File: config.mk
export PLATFORM = sky130hd
export DESIGN_NAME = ata_pio_timer
export DESIGN_NICKNAME = d
export VERILOG_FILES = /design/src/rtl/ata_pio_timer.sv
export SDC_FILE = /design/constraint.sdc
export NUM_CORES = 1
export LEC_CHECK = 0
export ABC_CLOCK_PERIOD_IN_PS = 2100
export BUFFER_PORTS_ARGS = -buffer_cell sky130_fd_sc_hd__buf_2
export CORE_ASPECT_RATIO = 0.9
export CORE_MARGIN = 4
export CORE_UTILIZATION = 30
export CTS_CLUSTER_SIZE = 40
export DETAILED_ROUTE_END_ITERATION = 8
export PLACE_DENSITY = 0.57
export SYNTH_ARGS = -nofsm -noshare
export SYNTH_HDL_FRONTEND = slang
export SYNTH_SLANG_ARGS = --single-unit
File: constraint.sdc
create_clock -name clk -period 2.1 [get_ports clk]
set_input_delay 0.315 -clock clk [delete_from_list [all_inputs] [get_ports clk]]
set_output_delay 0.315 -clock clk [all_outputs]
set_load 0.01 [all_outputs]
File: src/rtl/ata_pio_timer.sv
module ata_pio_timer (
  input  logic       clk,
  input  logic       rst_n,
  input  logic       reg_wr,
  input  logic [2:0] reg_idx,
  input  logic [7:0] reg_wdata,
  input  logic       req_valid,
  input  logic       req_write,
  input  logic       req_drive,
  output logic       busy,
  output logic       addr_setup,
  output logic       dior,
  output logic       diow,
  output logic       rd_sample,
  output logic       done,
  output logic       prefetch_en,
  output logic [2:0] drdy_clks
);
  typedef enum logic [1:0] {IDLE, SETUP, ACTIVE, RECOV} st_t;

  st_t        st;
  logic [7:0] tim_q [2][2];
  logic       bank_ptr;
  logic [1:0] drv_bank;
  logic [7:0] misc_q;
  logic [4:0] cnt;
  logic [3:0] pulse_q;
  logic [4:0] rec_q;
  logic       wr_q;
  logic [7:0] sel_byte;
  logic       last;

  assign sel_byte    = tim_q[drv_bank[req_drive]][req_write];
  assign last        = (cnt == 5'd0);
  assign busy        = (st != IDLE);
  assign addr_setup  = (st == SETUP);
  assign dior        = (st == ACTIVE) && !wr_q;
  assign diow        = (st == ACTIVE) && wr_q;
  assign rd_sample   = dior && last;
  assign done        = (st == RECOV) && last;
  assign prefetch_en = misc_q[6];
  assign drdy_clks   = {1'b0, misc_q[2:1]} + 3'd2;

  always_ff @(posedge clk) begin
    if (!rst_n) begin
      for (int b = 0; b < 2; b++)
        for (int d = 0; d < 2; d++)
          tim_q[b][d] <= 8'h00;
      bank_ptr <= 1'b0;
      drv_bank <= 2'b00;
      misc_q   <= 8'h00;
    end else if (reg_wr) begin
      case (reg_idx)
        3'd0: tim_q[bank_ptr][0] <= reg_wdata;
        3'd1: tim_q[bank_ptr][1] <= reg_wdata;
        3'd3: drv_bank <= reg_wdata[2:1];
        3'd6: begin
          if (reg_wdata[7:1] == 7'd0) bank_ptr <= reg_wdata[0];
          else                        misc_q   <= reg_wdata & 8'h76;
        end
        default: ;
      endcase
    end
  end

  always_ff @(posedge clk) begin
    if (!rst_n) begin
      st      <= IDLE;
      cnt     <= 5'd0;
      pulse_q <= 4'd0;
      rec_q   <= 5'd0;
      wr_q    <= 1'b0;
    end else begin
      case (st)
        IDLE: if (req_valid) begin
          st      <= SETUP;
          cnt     <= {3'd0, misc_q[5:4]};
          pulse_q <= sel_byte[7:4];
          rec_q   <= {1'b0, sel_byte[3:0]} + 5'd1;
          wr_q    <= req_write;
        end
        SETUP: if (last) begin
          st  <= ACTIVE;
          cnt <= {1'b0, pulse_q};
        end else cnt <= cnt - 5'd1;
        ACTIVE: if (last) begin
          st  <= RECOV;
          cnt <= rec_q;
        end else cnt <= cnt - 5'd1;
        RECOV: if (last) st <= IDLE;
          else cnt <= cnt - 5'd1;
        default: st <= IDLE;
      endcase
    end
  end
endmodule

* After elaboration in Yosys (flattened, before gate mapping) *
Memory sizes are Yosys's and may differ from the RTL's.
Index checks and enable logic that the tools add are counted.

word-level totals
  register bits after elaboration = 25
  output and inout bits = 10
  word-level logic and storage cells = 71
  input port bits = 17
  bits in writable memories = 32
  memories kept = 1

cells by class
  add/sub/neg operators = 3
  reduce and logical (&&, ||, !) cells = 17
  eq/ne operators = 11
  bitwise gates (word level) = 2
  $lt $le $gt $ge = 2
  muxes and demuxes = 27

memory list
  memory  depth  width  read ports  clocked after memory_dff  write ports  RTL line  source
  tim_q   2      16     1           0                         2            22        logic [7:0] tim_q [2][2];

operators with widths
  cell                   number
  $mux W8                3
  $mux W5                4
  $pmux W5 S4            1
  $mux W16               1
  $reduce_or A16 Y1      1
  $mux W1                12
  $mux W2                5
  $ne A2 B2 Y1 const B   4
  $pmux W2 S4            1
  $logic_not A7 Y1       1
  $reduce_and A2 Y1      3
  $reduce_and A3 Y1      2
  $add A4 B1 Y5 const B  1
  $logic_not A5 Y1       1
  $sub A5 B1 Y5 const B  1
  $eq A2 B2 Y1 const B   2
  $logic_and A1 B1 Y1    4
  $reduce_and A4 Y1      1
  $add A2 B2 Y3 const B  1
  $eq A3 B1 Y1 const B   1
  $eq A3 B2 Y1 const B   1
  $eq A3 B3 Y1 const B   1
  $logic_not A3 Y1       1
  $eq A2 B1 Y1 const B   1
  8 further kinds        8

* Longest topological paths before layout *
  depth after elaboration = 7
  mapped depth = 8
  depth with buffers taken out = 7

* Worst setup path after synthesis *
No wires, ideal clock.

  path type = input -> register
  start = in reg_idx[2]
  end = mem tim_q[0][10] (netlist bit) (enable)
  stages on the path = 3
  data arrival time = 1.412 ns
  path buffers = 0
  data required time = 1.766 ns
  slack = 0.353 ns
  library setup time = 0.334 ns
  cell sequence = and4bb_2 nor3b_1 nand2b_1

RTL lines
  item         RTL line  source
  from (decl)  5         input logic [2:0] reg_idx,
  to (decl)    22

* Final worst setup path *
  start = reg cnt[0]
  end = reg cnt[3]

between the ends
  longest elaborated chain between the ends = 3
  elaborated cells on any way between the ends = 8
  classes of those cells = add/sub (1); eq/ne (1); mux (4); reduce/logical (2)

RTL lines
  item                                               RTL line  source
  from (decl)                                        26        logic [4:0] cnt;
  from (signal assigned)                             77        cnt <= {3'd0, misc_q[5:4]};
  from (signal assigned)                             84        cnt <= {1'b0, pulse_q};
  from (signal assigned)                             85        end else cnt <= cnt - 5'd1;
  $sub A5 B1 Y5 or $logic_not A5 Y1 (tied branches)  -
  $mux W5, or another cell as far along              90        RECOV: if (last) st <= IDLE;
  $pmux W5 S4 or $reduce_and A2 Y1 (tied branches)   -

Several ways; a longest one is shown, not always the timed one. The select of a mux whose other input is x is not followed.
A chain may end at the register's enable or synchronous reset.

==> impl_metrics.ini <==
[run_status]
status = completed

[timing]
period_needed_ns = 1.96
finalMaxSlewViolations = 0
relSlewSlack_pct = 62.9
setup_tns_ns = 0
fmax_mhz = 511
finalSetupViolCount = 0
worst-slew-pin-transition_ns = 0.555
hold_viol_final = 0
worst_clock_skew_ns = 0.00813
rsz0062_at_grt = no
fin_crit_sh_pct = 93.2

[grt]
grt.total_usage_pct = 11.6
overflow = 0
grt_pass1_vias = 1906
grt_first_pass_wirelength_um = 9530
grt_max_degree = 31
antenna_found_initial = 0

[floorplanning]
core_area_sq_mm = 0.00913
pin_count = 27
dieHeight_um = 99.7
dieWidth_um = 110
start_util_pct = 30.7
rows = 33
die-area_sq_mm = 0.0110

[logic_synthesis]
synth_nets = 266
postSynthAreaPerCell_sq_um = 11.6
synth_flop_cell = edfxtp_1
synthArstFlopShare_pct = 0
ys_top_cells_by_area = edfxtp_1 (34%), dfxtp_1 (18%), and2_1 (7.8%)
synth_edf_count = 32
syn_inst = 242
ys_seq_elements = 57
yosysSeqAreaShare_pct = 52.1
synth.distinct_cells = 46
synth_top_area_share_pct = 34.3
yosysTopAreaCell = edfxtp_1
syn_area_sq_mm = 0.00280
yosys_warnings = 0

[clocking]
cts_buffer_depth = 2
cts_sinks = 57
cts_buffers = 9
cts_tree = built
clk_pin_slew_worst_paths_ns = 0.06
clkLatencyLatePin_ns = 0.34
cts_setup_buffers = 0
htreeDepth = 3
clockRootBuffer = clkbuf_8

[worst_setup_path]
critical-path-max-stage-delay_ns = 0.64
crit_chain = inv_1, ha_1, or4b_1, o21ai_0, nand2_1, o2111ai_1, a21boi_0
crit_family = simple AND/OR/NAND/NOR gates
worst-path-buf-inv = 1
crit_arrival_ns = 2.17
crit_type = reg2reg
crit_slowest_cell = or4b_1
critPathCaptureType = register
r2r_start = cnt[0]$_SDFFE_PN0P_
r2r-end = cnt[3]$_SDFFE_PN0P_
cp-start-kind = register
path_max_fanout = 9
crit_path_start = cnt[0]$_SDFFE_PN0P_
reg2reg_depth = 7
ff2ff_setup_slack_ns = 0.14
cp.depth = 7
crit_end = cnt[3]$_SDFFE_PN0P_
cp.required_ns = 2.31

[finish]
mostFrequentLayoutCell = and2_1
n_antenna_cell = 0
fin_nets = 298
final_cell_mix = and2_1 (35), edfxtp_1 (32), nand2_1 (28)
drive_gt1_share_pct = 22.6
fillerInstances = 903
syn_to_final_growth_pct = 18.0

[drt]
wl_per_cell_um = 14.4
drtAntennaViolNets = 0
drt-total-wl_um = 5780
detail_route.first_pass.iterations = 4
drtIter0Drc = 68
vias_per_cell = 4.56
drc = 0
vias = 1828

[power_and_ir_drop]
power.total_mw = 3.29
p_per_area_mw_per_mm2 = 995
ir_drop_v = 0.000325
p_leak_nw = 1.29

[min_path]
hold_class = in2reg

[placement]
hpwl_um = 4220
place.gp.congestion = 0.833
port_buffers = 26

[flow_run]
drv_cap = 0
## state kept, by name (all words and copies together) (netlist names)
register,count
tim_q,32
cnt,5
misc_q,5
rec_q,5
pulse_q,4
drv_bank,2
st,2
bank_ptr,1
wr_q,1
## cell type report
class	count	area [sq um]	share of cell area [%]
Timing Repair Buffer	34	190	5.75
Inverter	7	26.3	0.794
Tap cell	122	153	4.61
Multi-Input combinational cell	165	1260	38.2
Clock inverter	4	68.8	2.08
Sequential cell	57	1460	44.2
Clock buffer	12	145	4.39
## how the worst min path moves through the flow
stage / from / to / cells after the start / slack, ns
2_1_floorplan: pulse_q[3]$_SDFFE_PN0P_ / pulse_q[3]$_SDFFE_PN0P_ / 2 / 0.44
3_3_place_gp: pulse_q[2]$_SDFFE_PN0P_ / pulse_q[2]$_SDFFE_PN0P_ / 2 / 0.45
3_5_place_dp: pulse_q[2]$_SDFFE_PN0P_ / pulse_q[2]$_SDFFE_PN0P_ / 2 / 0.46
4_1_cts: reg_wdata[0] / bank_ptr$_SDFFE_PN0P_ / 3 / 0.29
5_1_grt: reg_wdata[1] / misc_q[1]$_SDFFE_PN0P_ / 3 / 0.30
6_report: reg_wdata[0] / bank_ptr$_SDFFE_PN0P_ / 3 / 0.29
## what timing repair did
action                                  CTS  global route
hold buffers                              0             0
endpoints found under the setup margin    1             1
gates resized for setup                   1             1
## per-layer routing
layer | GRT usage [%] | part of all wire (%) | vias up
met2 | 18.5 | 48 | 31
li1 | - | - | 921
met3 | 5.13 | 4.7 | 10
met1 | 14.1 | 45 | 866
met4 | 3.55 | 1.5 | 0
met5 | 0 | 0 | -
## synth_stat cells (all sizes together), types with 2 or more instances
cell type  count
and2          35
edfxtp        32
nand2         28
dfxtp         25
a21boi        12
nor2b         11
mux2i          9
clkbuf         8
mux4           8
ha             7
inv            7
nand2b         7
o21ai          6
buf            5
nor2           5
a21oi          4
a22oi          4
xnor2          3
and3b          2
nand4          2
o211ai         2
o22ai          2
## kinds of logic (layout without fill, tap and decap cells)
group,Yosys count,in the layout,synth area share [%]
AOI/OAI and AO/OA,35,35,8.93
xor gates and xnor gates,4,4,1.25
adders and majority gates,7,7,3.12
buffers and inverters,20,57,3.30
DFF,57,57,52.1
muxes,17,17,9.78
and+or+nand+nor,102,102,21.5
## where the power goes
part | switching, mW | leakage, nW | internal [mW]
combinational | 0.469 | 0.665 | 0.349
clock | 0.415 | 0.108 | 0.695
sequential | 0.0734 | 0.516 | 1.29
## per-stage QoR
step	hold slack [ns]	area [sq um]	utilization, %	std cells	worst slack (ns)
after floorplan	0.440	2800	-	242	0.353
after detailed placement	0.460	3080	33.7	385	0.192
after global routing	0.302	3310	36.3	401	0.0184
after CTS	0.285	3300	36.2	401	0.112
after global placement	0.454	3080	33.7	385	0.259
final	0.293	3310	36.3	401	0.143
## worst min-delay path, cell delays in order
cell and delay, ns:
buf_2 0.11, mux2i_1 0.07, nor2b_1 0.10
(Power assumes the default switching activity.)
